File: config.mk
export PLATFORM = sky130hd
export DESIGN_NAME = uart_rx_queue
export DESIGN_NICKNAME = d
export VERILOG_FILES = /design/src/rtl/uart_rxq_pkg.sv /design/src/rtl/uart_rxq_store.sv /design/src/rtl/uart_rxq_ctrl.sv /design/src/rtl/uart_rx_queue.sv
export SDC_FILE = /design/constraint.sdc
export NUM_CORES = 1
export LEC_CHECK = 0
export ABC_AREA = 1
export BUFFER_PORTS_ARGS = -buffer_cell sky130_fd_sc_hd__buf_4
export CAP_MARGIN = 20
export CORE_ASPECT_RATIO = 1.5
export CORE_MARGIN = 2
export CORE_UTILIZATION = 55
export CTS_BUF_LIST = sky130_fd_sc_hd__clkbuf_4 sky130_fd_sc_hd__clkbuf_8
export CTS_CLUSTER_DIAMETER = 60
export DETAILED_ROUTE_END_ITERATION = 8
export PLACE_DENSITY = 0.72
export SYNTH_ARGS = -nofsm -noshare
export SYNTH_HDL_FRONTEND = slang
export SYNTH_SLANG_ARGS = --single-unit
File: constraint.sdc
create_clock -name clk -period 7.35 [get_ports clk]
set_input_delay 1.1025 -clock clk [delete_from_list [all_inputs] [get_ports clk]]
set_output_delay 1.1025 -clock clk [all_outputs]
set_load 0.05 [all_outputs]
File: src/rtl/uart_rxq_pkg.sv
package uart_rxq_pkg;
    parameter int unsigned RXQ_DEPTH = 16;
    parameter int unsigned CHAR_W    = 8;
    parameter int unsigned ERR_W     = 4;
    parameter int unsigned ENTRY_W   = CHAR_W + ERR_W;
    parameter int unsigned CNT_W     = $clog2(RXQ_DEPTH + 1);
    parameter int unsigned PTR_W     = $clog2(RXQ_DEPTH);

    typedef logic [ENTRY_W-1:0] entry_t;
    typedef logic [CNT_W-1:0]   cnt_t;
    typedef logic [PTR_W-1:0]   ptr_t;
    typedef logic [ERR_W-1:0]   err_t;

    typedef struct packed {
        logic mode;
        ptr_t rd_ptr;
        cnt_t count;
        logic full;
        logic empty;
        logic irq;
        err_t status;
    } rxq_state_t;
endpackage

File: src/rtl/uart_rxq_store.sv
module uart_rxq_store
    import uart_rxq_pkg::*;
(
    input  logic   clk,
    input  logic   rst_n,
    input  logic   wr_en,
    input  ptr_t   wr_idx,
    input  entry_t wr_data,
    input  ptr_t   rd_idx,
    output entry_t rd_data
);
    entry_t slot_q [RXQ_DEPTH];

    for (genvar g = 0; g < RXQ_DEPTH; g++) begin : g_slot
        always_ff @(posedge clk or negedge rst_n) begin
            if (!rst_n) begin
                slot_q[g] <= '0;
            end else if (wr_en && (wr_idx == ptr_t'(g))) begin
                slot_q[g] <= wr_data;
            end
        end
    end

    assign rd_data = slot_q[rd_idx];
endmodule

File: src/rtl/uart_rxq_ctrl.sv
module uart_rxq_ctrl
    import uart_rxq_pkg::*;
(
    input  logic clk,
    input  logic rst_n,
    input  logic mode_in,
    input  cnt_t trig_lvl,
    input  logic push,
    input  logic pop,
    input  logic status_clr,
    input  err_t head_err,
    output logic wr_en,
    output ptr_t wr_idx,
    output ptr_t rd_idx,
    output cnt_t depth,
    output cnt_t count,
    output logic full,
    output logic empty,
    output logic irq,
    output err_t status,
    output logic mode_q
);
    localparam cnt_t DEPTH_ON  = cnt_t'(RXQ_DEPTH);
    localparam cnt_t DEPTH_OFF = cnt_t'(1);

    rxq_state_t st_q, st_d;
    cnt_t       cnt_pop;
    cnt_t       cnt_push;
    ptr_t       ptr_pop;
    ptr_t       mask;
    logic       flush;

    always_comb begin
        st_d     = st_q;
        wr_en    = 1'b0;
        depth    = st_q.mode ? DEPTH_ON : DEPTH_OFF;
        mask     = ptr_t'(depth - cnt_t'(1));
        flush    = (mode_in != st_q.mode);
        cnt_pop  = st_q.count;
        ptr_pop  = st_q.rd_ptr;
        cnt_push = st_q.count;
        wr_idx   = '0;

        if (status_clr) begin
            st_d.status = '0;
        end

        if (flush) begin
            st_d.mode   = mode_in;
            st_d.rd_ptr = '0;
            st_d.count  = '0;
            st_d.full   = 1'b0;
            st_d.empty  = 1'b1;
        end else begin
            if (pop) begin
                st_d.status = head_err;
                st_d.full   = 1'b0;
                if (st_q.count != '0) begin
                    cnt_pop = st_q.count - cnt_t'(1);
                    ptr_pop = (st_q.rd_ptr + ptr_t'(1)) & mask;
                end
                if (cnt_pop == '0) begin
                    st_d.empty = 1'b1;
                end
                if ((cnt_pop + cnt_t'(1)) == trig_lvl) begin
                    st_d.irq = 1'b0;
                end
            end
            cnt_push = cnt_pop;
            if (push && (cnt_pop < depth)) begin
                wr_en      = 1'b1;
                wr_idx     = (ptr_pop + ptr_t'(cnt_pop)) & mask;
                cnt_push   = cnt_pop + cnt_t'(1);
                st_d.empty = 1'b0;
                if (cnt_push == depth) begin
                    st_d.full = 1'b1;
                end
                if (cnt_push == trig_lvl) begin
                    st_d.irq = 1'b1;
                end
            end
            st_d.rd_ptr = ptr_pop;
            st_d.count  = cnt_push;
        end
    end

    always_ff @(posedge clk or negedge rst_n) begin
        if (!rst_n) begin
            st_q        <= '0;
            st_q.empty  <= 1'b1;
        end else begin
            st_q <= st_d;
        end
    end

    assign rd_idx = st_q.rd_ptr;
    assign count  = st_q.count;
    assign full   = st_q.full;
    assign empty  = st_q.empty;
    assign irq    = st_q.irq;
    assign status = st_q.status;
    assign mode_q = st_q.mode;
endmodule

File: src/rtl/uart_rx_queue.sv
module uart_rx_queue
    import uart_rxq_pkg::*;
(
    input  logic               clk,
    input  logic               rst_n,
    input  logic               fifo_en,
    input  logic [CNT_W-1:0]   trig_lvl,
    input  logic               push,
    input  logic [ENTRY_W-1:0] push_data,
    input  logic               pop,
    input  logic               status_clr,
    output logic [ENTRY_W-1:0] head_data,
    output logic [CNT_W-1:0]   free_slots,
    output logic               full,
    output logic               empty,
    output logic               rx_irq,
    output logic [ERR_W-1:0]   rx_status
);
    logic   wr_en;
    ptr_t   wr_idx;
    ptr_t   rd_idx;
    cnt_t   depth;
    cnt_t   count;
    logic   mode_q;
    entry_t rd_data;

    uart_rxq_ctrl u_ctrl (
        .clk        (clk),
        .rst_n      (rst_n),
        .mode_in    (fifo_en),
        .trig_lvl   (trig_lvl),
        .push       (push),
        .pop        (pop),
        .status_clr (status_clr),
        .head_err   (rd_data[ENTRY_W-1 -: ERR_W]),
        .wr_en      (wr_en),
        .wr_idx     (wr_idx),
        .rd_idx     (rd_idx),
        .depth      (depth),
        .count      (count),
        .full       (full),
        .empty      (empty),
        .irq        (rx_irq),
        .status     (rx_status),
        .mode_q     (mode_q)
    );

    uart_rxq_store u_store (
        .clk     (clk),
        .rst_n   (rst_n),
        .wr_en   (wr_en),
        .wr_idx  (wr_idx),
        .wr_data (push_data),
        .rd_idx  (rd_idx),
        .rd_data (rd_data)
    );

    assign head_data  = rd_data;
    assign free_slots = depth - count;
endmodule

# Word-level counts from Yosys, hierarchy flattened

Cells that the tools add are included.

Bits of input ports: 23
Logic and storage cells: 103
Output and inout bits: 24
Register bits after elaboration: 209

$lt $le $gt $ge: 2
Bitwise operators: 3
Mux-type cells: 26
Equal/unequal tests: 19
Reductions and logical operators: 23
Add/sub/neg operators: 7

Operators by type and width:

| cell                                                 | count |
|---|---|
| binary-select mux 12 bit (select 4 bit)              | 1 |
| two-way mux 5 bit                                    | 7 |
| equality test 4 bit (second input constant)          | 8 |
| two-way mux 4 bit                                    | 7 |
| two-way mux 12 bit                                   | 2 |
| logical AND 1 bit                                    | 17 |
| equality test 4 x 3 -> 1 bit (second input constant) | 4 |
| equality test 5 bit                                  | 3 |
| two-way mux 11 bit                                   | 1 |
| adder 5 x 1 -> 5 bit (second input constant)         | 2 |
| AND 4 bit                                            | 2 |
| equality test 4 x 2 -> 1 bit (second input constant) | 2 |
| two-way mux 7 bit                                    | 1 |
| two-way mux 1 bit                                    | 6 |
| nonzero test 3 bit                                   | 2 |
| >= comparator 5 bit (second input constant)          | 1 |
| logical NOT 5 bit                                    | 1 |
| less-than comparator 5 bit                           | 1 |
| NOT 4 -> 5 bit                                       | 1 |
| nonzero test 5 bit                                   | 1 |
| subtractor 5 x 1 -> 5 bit (second input constant)    | 1 |
| subtractor 5 bit                                     | 1 |
| adder 4 x 1 -> 4 bit (second input constant)         | 1 |
| adder 4 bit                                          | 1 |
| other kinds (6)                                      | 6 |

# Logic depth before layout (Yosys ltp)

Gate-level depths: netlist of run 1.

Depth in word-level cells: 12
Depth in mapped cells: 22

# Modules after synthesis

A second synthesis of run 1 with hierarchy kept.

Cells, all modules: 1,494
Area total of the unflattened synthesis: 10,975.5 um2

By module, submodules not included:

| module         | cells each | area an instance (um2) | times used |
|---|---|---|---|
| uart_rxq_store | 1,244      | 9,243.9                | 1 |
| uart_rxq_ctrl  | 217        | 1,544.0                | 1 |
| uart_rx_queue  | 33         | 187.7                  | 1 |

# Worst setup path before layout of run 1

OpenSTA, ideal clock, no wires.

Path kind: input to register
From: input port pop
To: register u_store.slot_q[149] in the netlist's numbering
Required time: 7,233 ps
Setup time: 117 ps
Cell stages on the path: 12
Path buffers: 4
Path slack: 3,947 ps
Arrival time: 3,286 ps
Cell sequence: buf_2 buf_1 o21ai_1 ha_1 nor2_1 nand2_1 nor2_2 nand3_2 buf_4 buf_6 nand4_1 nand2_1

Cells in the longest elaborated chain, start to end: 8
Elaborated cells on any way between the ends: 14
Those cells by class: add/sub: 1; order compare: 1; eq/ne: 1; mux: 8; bitwise: 1; reduce/logical: 2

Ends and longest elaborated chain:

| item                                                             | RTL line                                 | source |
|---|---|---|
| start: declaration                                               | uart_rx_queue.sv:10                      | `input logic pop,` |
| two-way mux 4 bit / two-way mux 5 bit (equally long branches)    | uart_rxq_ctrl.sv:55                      | `if (pop) begin` |
| two-way mux 4 bit / two-way mux 5 bit (equally long branches)    | uart_rxq_ctrl.sv:48                      | `if (flush) begin` |
| adder 4 bit / less-than comparator 5 bit (equally long branches) | uart_rxq_ctrl.sv:72, uart_rxq_ctrl.sv:70 |  |
| AND 4 bit / logical AND 1 bit (equally long branches)            | uart_rxq_ctrl.sv:72, uart_rxq_ctrl.sv:70 |  |
| two-way mux 4 bit                                                | uart_rxq_ctrl.sv:70                      | `if (push && (cnt_pop < depth)) begin` |
| two-way mux 4 bit                                                | uart_rxq_ctrl.sv:48                      |  |
| equality test 4 x 2 -> 1 bit                                     | uart_rxq_store.sv:18                     | `end else if (wr_en && (wr_idx == ptr_t'(g))) begin` |
| logical AND 1 bit (*)                                            | uart_rxq_store.sv:18                     |  |
| end signal: indexed assignment                                   | uart_rxq_store.sv:19                     | `slot_q[g] <= wr_data;` |
| end: declaration                                                 | uart_rxq_store.sv:12                     | `entry_t slot_q [RXQ_DEPTH];` |

Every way passes the cells marked *; elsewhere a longest branch is shown, timed or not. The select of a mux whose other input is x is not followed.
A chain may end at the register's enable or synchronous reset.

# Worst setup path in the final report of run 1

From: register u_ctrl.st_q, in the netlist u_ctrl.rd_idx[2]
To: output port head_data[8]

Cells in the longest elaborated chain, start to end: 4

Ends and longest elaborated chain:

| item                                                  | RTL line             | source |
|---|---|---|
| start: declaration                                    | uart_rxq_ctrl.sv:26  | `rxq_state_t st_q, st_d;` |
| start signal: assignment                              | uart_rxq_ctrl.sv:92  | `st_q <= st_d;` |
| NOT 4 -> 5 bit (implied by the code)                  | uart_rxq_store.sv:24 | `assign rd_data = slot_q[rd_idx];` |
| binary-select mux 12 bit (select 4 bit)               | uart_rxq_store.sv:24 |  |
| two-way mux 12 bit (implied by the code) (2 in a row) | uart_rxq_store.sv:24 |  |
| end: declaration                                      | uart_rx_queue.sv:12  | `output logic [ENTRY_W-1:0] head_data,` |

No other way between the ends. The select of a mux whose other input is x is not followed.

==> flow_metrics.tcl, run 1 <==
set metrics [dict create \
    run_status "finished clean" \
    final_period_minus_worst_setup_slack_ps 4760 \
    drive_gt1_frac 0.112 \
    routed-via-count 9948 \
    power.share.clock 0.252 \
    most-common-layout-cells "nand2_1 (548), dfrtp_1 (207), nand3_1 (142), o21ai_0 (85), nor2_1 (66)" \
    global_route.usage.total 0.304 \
    routedWlPerCell_um 18.7 \
    netlist_cell_types 39 \
    worst_pin_slew_ps 1090 \
    clkSlewWorstSetupHoldPaths_ps 60 \
    worstSetupStartpointType "flip-flop" \
    cp.buffers_inverters 5 \
    io_pins 47 \
    kind_of_critical_path "flip-flop to primary output" \
    grt_max_degree 92 \
    numCtsBuffers 34 \
    synth_seq_cells 209 \
    critPathRequiredTime_ps 6250 \
    fp-row-count 63 \
    n_fill_cell 1879 \
    power_frac_comb 0.407 \
    clock_sink_count 209 \
    post_cts.repair.setup_buffers 0 \
    grt_pass1_wl_um 51000 \
    finalSetupViolations 0 \
    power_switching_share 0.423 \
    finalNonFillerCells 1700 \
    worst_hold_path_type "flip-flop to flip-flop" \
    num_antenna_cells 0 \
    report.power.total_mw 4.33 \
    library_cell_contributing_the_largest_single_delay_on_the_critical_path "dfrtp_1" \
    cts_buffer_depth 3 \
    die_area_um2 21400 \
    iter_0_drt_violations 930 \
    grt_antenna_before_repair 0 \
    number_of_global_route_vias_before_repair 9710 \
    overflow 0 \
    post-route-drc-count 0 \
    layout_commonest_cell "nand2_1" \
    power.density_nw_per_um2 359 \
    synth_sequential_area_ratio 0.469 \
    internal_power_mw 2.50 \
    synth.largest_area_cell "dfrtp_1" \
    cell_count_after_synthesis 1442 \
    cts_root_buffer "clkbuf_8" \
    layout_worst_path_cycle_share 0.647 \
    gp_routability_congestion 0.897 \
    wirelength_um 31800 \
    timing_max_transition_violations_final 0 \
    post_cts.resized_instances 0 \
    hold_buffers 0 \
    seq_power_share 0.342 \
    ant_nets 0 \
    floorplan.initialDensity 0.561 \
    synth.cell_area_um2 11100 \
    slew_limit_headroom 0.271 \
    vias_per_cell 5.85 \
    synth_warnings 0 \
    setup-tns-final_ps 0 \
    max_cap_viol_count 0 \
    nets_final 1454 \
    ctsHtreeMaxLevel 2 \
    cp_data_arrival_time_ps 3650 \
    grt_setup_unrepaired "no" \
    crit_chain "inv_1 > buf_4 > nor2_1 > buf_4 > clkinv_1 > a21oi_1 > a221oi_1 > o21ai_0 > nand2_1 > buf_4" \
    area_growth_syn_to_fin_pct 8.20 \
    detailed_place_hpwl_um 19700 \
    crit_path_end_kind "primary output" \
    place.port_buffers 46 \
    first_pass_iteration_count_of_the_detailed_router 5 \
    die_h_um 178 \
    netSwitchingPower_mw 1.83 \
    synthesis.area_per_instance_um2 7.73 \
    chipWidth_um 120 \
    power_leakage_nw 6.33 \
    final_hold_viols 0 \
    max_stage_delay_ps 830 \
    post-place-cells 1642 \
    clk_latency_ps 540 \
    path_delay_family "buffers and inverters" \
    syn_nets 1476 \
    synth_top_cell_area_share 0.467 \
    cts_tree "done" \
    biggest_area_contributors_in_the_synthesized_netlist "dfrtp_1 (47%), nand2_1 (18%), nand3_1 (6.4%), o21ai_0 (3.8%), nand4_1 (3.5%)" \
    critical_path_peak_fanout 17 \
    worst_ir_drop_vdd_uv 202 \
    placeable_core_region_um2 19900 \
    max_clock_freq_mhz 210 \
    worst_path_most_repeated_cell "buf_4" \
    fin_skew_ps 26.4 \
]
## power groups by stage
stage               clock network (mW)  registers, mW  logic, mW
finish                            1.09           1.48       1.76
global route                      1.15           1.50       1.93
CTS                               1.10           1.48       1.75
detailed placement                   0           1.50       1.75
global placement                     0           1.49       1.72
floorplan                            0           1.50       1.28
## registers in the layout, indices dropped and copies added, names as in the netlist
signal	cells
u_ctrl.count	5
u_ctrl.mode_q	1
u_ctrl.rd_idx	4
u_ctrl.full	1
u_ctrl.irq	1
u_ctrl.status	4
u_store.slot_q	192
u_ctrl.empty	1
## per-layer routing
layer / wire [um] / up-vias / track usage
li1: - / 4678 / -
met1: 12800 / 4756 / 0.381
met2: 15900 / 419 / 0.530
met3: 2010 / 95 / 0.0406
met4: 1150 / 0 / 0.128
met5: 0 / - / 0
## worst paths after layout
path                               startpoint             endpoint  slack [ps]  depth (start not counted)
setup / recovery             u_ctrl.rd_idx[2]         head_data[8]        2590                         10
hold / removal             u_store.slot_q[80]   u_store.slot_q[80]         460                          2
setup reg to reg             u_ctrl.rd_idx[0]   u_store.slot_q[19]        2960                         11
hold reg to reg            u_store.slot_q[80]   u_store.slot_q[80]         460                          2
max in group asynchronous               rst_n   u_store.slot_q[80]        5390                          2
min in group asynchronous               rst_n  u_store.slot_q[113]         630                          1
## through the flow
step	hold slack [ps]	utilization	worst slack (ps)	area (um^2)
final	463	0.607	2590	12100
after floorplan	437	-	3950	11100
after detailed placement	453	0.569	2810	11300
after CTS	467	0.605	2720	12000
after global placement	448	0.569	2840	11300
after global routing	483	0.607	2350	12100
## worst register-to-register path, stage by stage, from the launching register on
cell and delay [ps]:
dfrtp_2 530, buf_4 800, o21ai_0 200, o21ai_0 140, inv_1 70, ha_1 220
ha_1 360, nand4_2 200, nor2_4 890, nand3_1 620, nand2_1 170, nand2_1 60
## cell families (layout without fill, tap and decap cells)
kind of cell             after synthesis  after routing  share of synthesized area
flip-flops                           209            209                      0.469
buffers and inverters                173            171                     0.0759
XOR/XNOR                              22             22                     0.0173
AND/OR/NAND/NOR                      862            862                      0.341
adder cells (fa/ha/maj)               11             11                     0.0123
AO/OA/AOI/OAI                        165            165                     0.0844
## final cells by class
| type | count | area, um^2 | share of cell area |
|---|---|---|---|
| clock buffer | 50 | 632 | 0.0524 |
| clock inverter | 6 | 82.6 | 0.00685 |
| inverter | 55 | 206 | 0.0171 |
| multi-input combinational | 1060 | 5090 | 0.422 |
| sequential | 209 | 5230 | 0.434 |
| tap | 260 | 325 | 0.0270 |
| timing repair buffer | 60 | 489 | 0.0406 |
## cells in the mapped netlist
master / instances
ha_1: 11
xor2_1: 14
clkbuf_1: 51
nor4_1: 1
nand3_1: 142
clkinv_1: 4
o21ai_2: 1
inv_1: 48
nor2_1: 66
o221ai_1: 9
o21a_1: 1
buf_1: 5
nand2_1: 548
buf_4: 25
nor2_8: 1
dfrtp_1: 208
nand2_4: 3
nand3_2: 11
xnor2_1: 8
nand4_1: 62
o21ai_0: 85
nor2_4: 4
buf_2: 28
buf_6: 9
a21oi_1: 38
o22ai_1: 15
nand3b_1: 1
o21ai_1: 1
nand2_2: 6
nor3_1: 4
inv_2: 3
dfstp_2: 1
or2_2: 1
nand4_2: 2
nor3_2: 2
nand3_4: 1
nor2_2: 7
o2111ai_1: 2
a221oi_1: 13
(Power assumes the default switching activity.)
==> run 2: changes to the inputs <==
ABC_AREA = 0   (was 1)
clock period = 4.5 ns   (was 7.35 ns; I/O delays follow)
==> run 2 against run 1 <==
Net effect:
- flip-flop and latch count unchanged
- area after synthesis decreased by 4.5%
- clock power is 57% higher
- clock-buffer cell count is 1 higher
- power increased by 65%
- clock skew shrank 7.1 ps
- cell count shrank 32%
- die area shrank 4.4%
- global-route usage decreased by 3.8 points
- sequential share of layout area decreased by 0.13 points
- largest power group unchanged
==> flow_metrics.tcl, run 2 <==
set metrics [dict create \
    synth-compound-area-share 0.0701 \
    first_pass_iteration_count_of_the_detailed_router 5 \
    setup-tns-final_ps 0 \
    gp_routability_congestion 0.936 \
    largest_reg_flops 192 \
    worst_ir_drop_vdd_uv 475 \
    vias_per_cell 6.15 \
    detailed_place_hpwl_um 18300 \
    iter_0_drt_violations 450 \
    synth_top_cell_area_share 0.489 \
    syn_nets 854 \
    timing.critical_path.depth 17 \
    routed-via-count 7108 \
    clock_sink_count 209 \
    ctsHtreeMaxLevel 1 \
    grt_antenna_before_repair 0 \
    synth_xor_area_frac 0.0290 \
    critical_path_peak_fanout 12 \
    slew_limit_headroom 0.369 \
    synth_warnings 0 \
    critPathRequiredTime_ps 4950 \
    library_cell_contributing_the_largest_single_delay_on_the_critical_path "or4b_4" \
    finalSetupViolations 0 \
    max_clock_freq_mhz 236 \
    grt_setup_unrepaired "no" \
    cell_count_after_synthesis 820 \
    max_stage_delay_ps 480 \
    die_area_um2 20500 \
    timing_max_transition_violations_final 0 \
    synth_seq_cells 209 \
    wirelength_um 26900 \
    synth.cells.most_frequent "dfrtp_1 (208), mux2_2 (115), mux2_1 (82)" \
    cts_buffer_depth 3 \
    place.port_buffers 46 \
    synthesis.area_per_instance_um2 13.0 \
    area_growth_syn_to_fin_pct 13.7 \
    layout_worst_path_cycle_share 0.940 \
    final_hold_viols 0 \
    power_leakage_nw 5.66 \
    grt_pass1_wl_um 42500 \
    biggest_area_contributors_in_the_synthesized_netlist "dfrtp_1 (49%), mux2_2 (12%), mux2_1 (8.7%), mux4_2 (5.9%), mux2i_1 (3.5%)" \
    io_pins 47 \
    hold_buffers 0 \
    finalNonFillerCells 1156 \
    synth.largest_area_cell "dfrtp_1" \
    grt_max_degree 97 \
    overflow 0 \
    run_status "finished clean" \
    worstSetupStartpointType "flip-flop" \
    synth_most_common_cell "dfrtp_1" \
    nets_final 912 \
    cts_root_buffer "clkbuf_8" \
    synth.cell_area_um2 10600 \
    layout_commonest_cell "dfrtp_1" \
    fp-row-count 62 \
    largest_register "u_store.slot_q" \
    number_of_global_route_vias_before_repair 7623 \
    most-common-layout-cells "dfrtp_1 (207), mux2_2 (115), buf_4 (85), mux2_1 (82), clkbuf_8 (45)" \
    floorplan.initialDensity 0.558 \
    num_antenna_cells 0 \
    clkSlewWorstSetupHoldPaths_ps 70 \
    ff_to_ff_setup_slack_ps 270 \
    ant_nets 0 \
    power.density_nw_per_um2 590 \
    worst_hold_path_type "input port to async pin" \
    clk_latency_ps 580 \
    worst_pin_slew_ps 937 \
    placeable_core_region_um2 19100 \
    post-place-cells 1101 \
    netlist_cell_types 63 \
    drive_gt1_frac 0.340 \
    main_combinational_cell_family_by_area_after_synthesis "multiplexers" \
    numCtsBuffers 31 \
    chipWidth_um 118 \
    cp_data_arrival_time_ps 4680 \
    async_flop_share 1.00 \
    fin_skew_ps 19.3 \
    cp.buffers_inverters 4 \
    ff2ff_path_depth 17 \
    crit_chain "inv_1 > ha_2 > or4b_4 > buf_4 > nand2_1 > o21ai_0 > o21ai_0 > ha_1 > o211ai_1 > a21oi_1 > a311oi_1 > o21ai_1 > xnor2_2 > buf_4 > nor4_4 > buf_4 > mux2_2" \
    post_synth_and_or_nand_nor_area_fraction 0.0642 \
    post_synthesis_share_of_cell_area_spent_on_full_adders_half_adders_and_majority_gates 0.0129 \
    path_delay_family "compound AO/OA/AOI/OAI gates" \
    global_route.usage.total 0.267 \
    synth_sequential_area_ratio 0.492 \
    cts_tree "done" \
    routedWlPerCell_um 23.2 \
    worst_path_most_repeated_cell "buf_4" \
    die_h_um 174 \
    synthFlopType "dfrtp_1" \
    crit_path_end_kind "flip-flop" \
    kind_of_critical_path "flip-flop to flip-flop" \
    max_cap_viol_count 0 \
    final_period_minus_worst_setup_slack_ps 4230 \
    muxShareOfSynthArea 0.303 \
    post-route-drc-count 0 \
    number_of_enable_type_register_cells_in_the_synthesized_netlist 0 \
]
## run 2: changes by cell type after synthesis, sizes merged, moves of 54 or more
cell	previous run	this run
mux2	0	197
nand2	557	40
nand3	154	16
nand4	64	5
nor2	78	19
o21ai	87	33
## run 2: report_power, final
group	switching, mW	internal [mW]
Clock	0.735	0.974
Sequential	0.301	2.39
Combinational	1.56	1.17
Total	2.60	4.54
## run 2: layout make-up
class	instances	area (um^2)
clock buffer	51	658
tap	256	320
inverter	9	33.8
clock inverter	4	47.5
multi-input combinational	540	5130
fill	1489	6980
timing repair buffer	87	672
sequential	209	5240
## run 2: timing repair
item	CTS	global route
buffers inserted	0	0
setup endpoints to repair	0	5
resized for setup	0	1
## run 2: logic make-up (layout without fill, tap and decap cells)
kind of cell / Yosys count / after routing
muxes: 262 / 262
AOI/OAI and AO/OA: 108 / 108
adders and majority gates: 11 / 11
and+or+nand+nor: 127 / 127
DFF: 209 / 209
xor gates and xnor gates: 32 / 32
buffers and inverters: 71 / 151
## run 2: path summary, 6_finish.rpt
path / startpoint / endpoint
min in group clk: fifo_en / u_ctrl.mode_q
max: u_ctrl.count[0] / u_store.slot_q[141]
max in group asynchronous: rst_n / u_store.slot_q[106]
max reg2reg: u_ctrl.count[0] / u_store.slot_q[141]
min: rst_n / u_store.slot_q[68]
min reg2reg: u_store.slot_q[171] / u_store.slot_q[171]
## run 2: layer usage
| metal | share of wire | routed length [um] | GRT usage |
|---|---|---|---|
| met1 | 0.40 | 10600 | 0.320 |
| met4 | 0.051 | 1380 | 0.130 |
| met2 | 0.51 | 13800 | 0.472 |
| met5 | 0 | 0 | 0 |
| met3 | 0.040 | 1070 | 0.0367 |
## run 2: worst register-to-register path, cell delays in order, from the launching register on
cell and delay (ps):
dfrtp_1 390, inv_1 110, ha_2 280, or4b_4 490, buf_4 210, nand2_1 90, o21ai_0 80, o21ai_0 160
ha_1 390, o211ai_1 140, a21oi_1 60, a311oi_1 240, o21ai_1 190, xnor2_2 240, buf_4 220, nor4_4 270
buf_4 230, mux2_2 350
## run 2: per-stage QoR
stage | util | power (mW) | hold slack [ps] | instance area (um^2) | setup WS, ps
floorplan | - | 4.62 | 379 | 10600 | 60.4
global placement | 0.597 | 5.33 | 463 | 11400 | 383
detailed placement | 0.597 | 5.45 | 477 | 11400 | 280
CTS | 0.634 | 7.17 | 198 | 12100 | 215
global route | 0.634 | 7.49 | 249 | 12100 | 60.1
finish | 0.634 | 7.14 | 195 | 12100 | 269
==> run 3: changes to the inputs <==
ABC_CLOCK_PERIOD_IN_PS = 4500   (was not set)
CORE_UTILIZATION = 43   (was 55)
PLACE_DENSITY = not set   (was 0.72)
==> run 3 against run 2 <==
Net effect:
- worst hold slack better by 94 ps
- design area is 1.2% higher
- first-iteration DRC count is 34% lower
- global-route usage is 5.9 points lower
- largest power group unchanged
- setup slack better by 150 ps
- highest routed layer unchanged
- via count is 2.3% lower
- largest cell class unchanged
- non-clock buffer count is 10 higher
- power is 1.4% lower
- combinational power is 2% lower
==> flow_metrics.tcl, run 3 (synthesis results as in run 2) <==
set metrics [dict create \
    nets_final 925 \
    finalNonFillerCells 1234 \
    final_hold_viols 0 \
    run_status "finished clean" \
    fin_worst_hold_slack_ps 289 \
    grt_pass1_wl_um 41900 \
    report.power.total_mw 7.04 \
    power_leakage_nw 5.70 \
    max_cap_viol_count 0 \
    final_period_minus_worst_setup_slack_ps 4080 \
    vias_per_cell 5.63 \
    chipWidth_um 132 \
    post_cts.resized_instances 0 \
    cts_buffer_depth 3 \
    placeable_core_region_um2 24300 \
    iter_0_drt_violations 298 \
    hold_buffers 0 \
    worst_hold_path_type "input port to async pin" \
    number_of_global_route_vias_before_repair 7349 \
    power.density_nw_per_um2 575 \
    cp_data_arrival_time_ps 4470 \
    num_antenna_cells 0 \
    clock_sink_count 209 \
    post-route-drc-count 0 \
    largest_reg_flops 192 \
    clkSlewWorstSetupHoldPaths_ps 60 \
    max_clock_freq_mhz 245 \
    crit_path_end_kind "flip-flop" \
    critPathRequiredTime_ps 4890 \
    worstSetupStartpointType "flip-flop" \
    global_route.usage.total 0.208 \
    grt_setup_unrepaired "no" \
    fp-row-count 70 \
    largest_register "u_store.slot_q" \
    layout_commonest_cell "dfrtp_1" \
    floorplan.initialDensity 0.437 \
    most-common-layout-cells "dfrtp_1 (207), mux2_2 (115), buf_4 (95), mux2_1 (82), clkbuf_8 (42)" \
    numCtsBuffers 34 \
    overflow 0 \
    pre_cts_worst_setup_slack_ps 451 \
    routed-via-count 6946 \
    fin_skew_ps 16.3 \
    slew_limit_headroom 0.355 \
    worst_pin_slew_ps 967 \
    ctsHtreeMaxLevel 2 \
    grt_antenna_before_repair 0 \
    io_pins 47 \
    ant_nets 0 \
    post-place-cells 1179 \
    post_cts.repair.setup_buffers 0 \
    detailed_place_hpwl_um 17800 \
    cts_tree "done" \
    drive_gt1_frac 0.346 \
    cts_root_buffer "clkbuf_8" \
    die_h_um 197 \
    finalSetupViolations 0 \
    timing_max_transition_violations_final 0 \
    gp_routability_congestion 0.796 \
    worst_ir_drop_vdd_uv 432 \
    layout_worst_path_cycle_share 0.906 \
    grt_max_degree 114 \
    wirelength_um 26300 \
    setup-tns-final_ps 0 \
    kind_of_critical_path "flip-flop to flip-flop" \
    critical_path_peak_fanout 12 \
    place.port_buffers 46 \
    postLayoutSetupSlackWorst_ps 422 \
    clk_latency_ps 520 \
    first_pass_iteration_count_of_the_detailed_router 4 \
    area_growth_syn_to_fin_pct 15.0 \
    die_area_um2 26000 \
    routedWlPerCell_um 21.3 \
]
run 3: cell count changes in the layout (fill, tap and decap cells not counted):
cell / before / now
ha_1: 10 / 11
ha_2: 1 / 0
clkbuf_4: 7 / 11
clkinv_2: 2 / 1
buf_4: 85 / 95
clkbuf_8: 45 / 42
run 3: worst paths after layout:
kind / to / cells after the start / startpoint / slack (ps)
min in group clk: u_ctrl.mode_q / 1 / fifo_en / 350
min reg2reg: u_store.slot_q[95] / 1 / u_store.slot_q[95] / 480
min: u_store.slot_q[70] / 1 / rst_n / 290
max in group asynchronous: u_store.slot_q[43] / 2 / rst_n / 3270
max: u_store.slot_q[108] / 16 / u_ctrl.count[0] / 420
max reg2reg: u_store.slot_q[108] / 16 / u_ctrl.count[0] / 420
run 3: area by class of cell:
| class | count | area (um^2) |
|---|---|---|
| fill | 2216 | 12100 |
| sequential | 209 | 5240 |
| multi-input combinational | 540 | 5130 |
| timing repair buffer | 97 | 747 |
| clock buffer | 52 | 647 |
| tap | 324 | 405 |
| clock inverter | 3 | 42.5 |
| inverter | 9 | 33.8 |
run 3: per-layer routing:
metal  vias up  routed length (um)  GRT usage
met5         -                   0          0
met4         0                1150     0.0988
met3        66                 806     0.0242
met2       139               13400      0.365
met1      3589               10900      0.255
li1       3152                   -          -
run 3: worst max-delay path: stages (launching register included):
cell and delay [ps]:
dfrtp_1 370, inv_1 80, ha_1 170, or4b_4 460
and2_1 300, nand3_1 140, o21ai_0 100, ha_1 420
o211ai_1 140, a21oi_1 60, a311oi_1 240, o21ai_1 190
xnor2_2 240, buf_4 210, nor4_4 200, buf_4 270
mux2_2 350
run 3: power breakdown:
group	internal (mW)	leakage [nW]	switching [mW]
clock	0.966	0.364	0.736
combinational	1.17	2.51	1.52
sequential	2.39	2.83	0.246
run 3: stage by stage:
step | utilization | area (um^2)
after floorplan | - | 10600
after CTS | 0.503 | 12200
after global placement | 0.474 | 11600
final | 0.503 | 12200
after detailed placement | 0.474 | 11600
after global routing | 0.503 | 12200
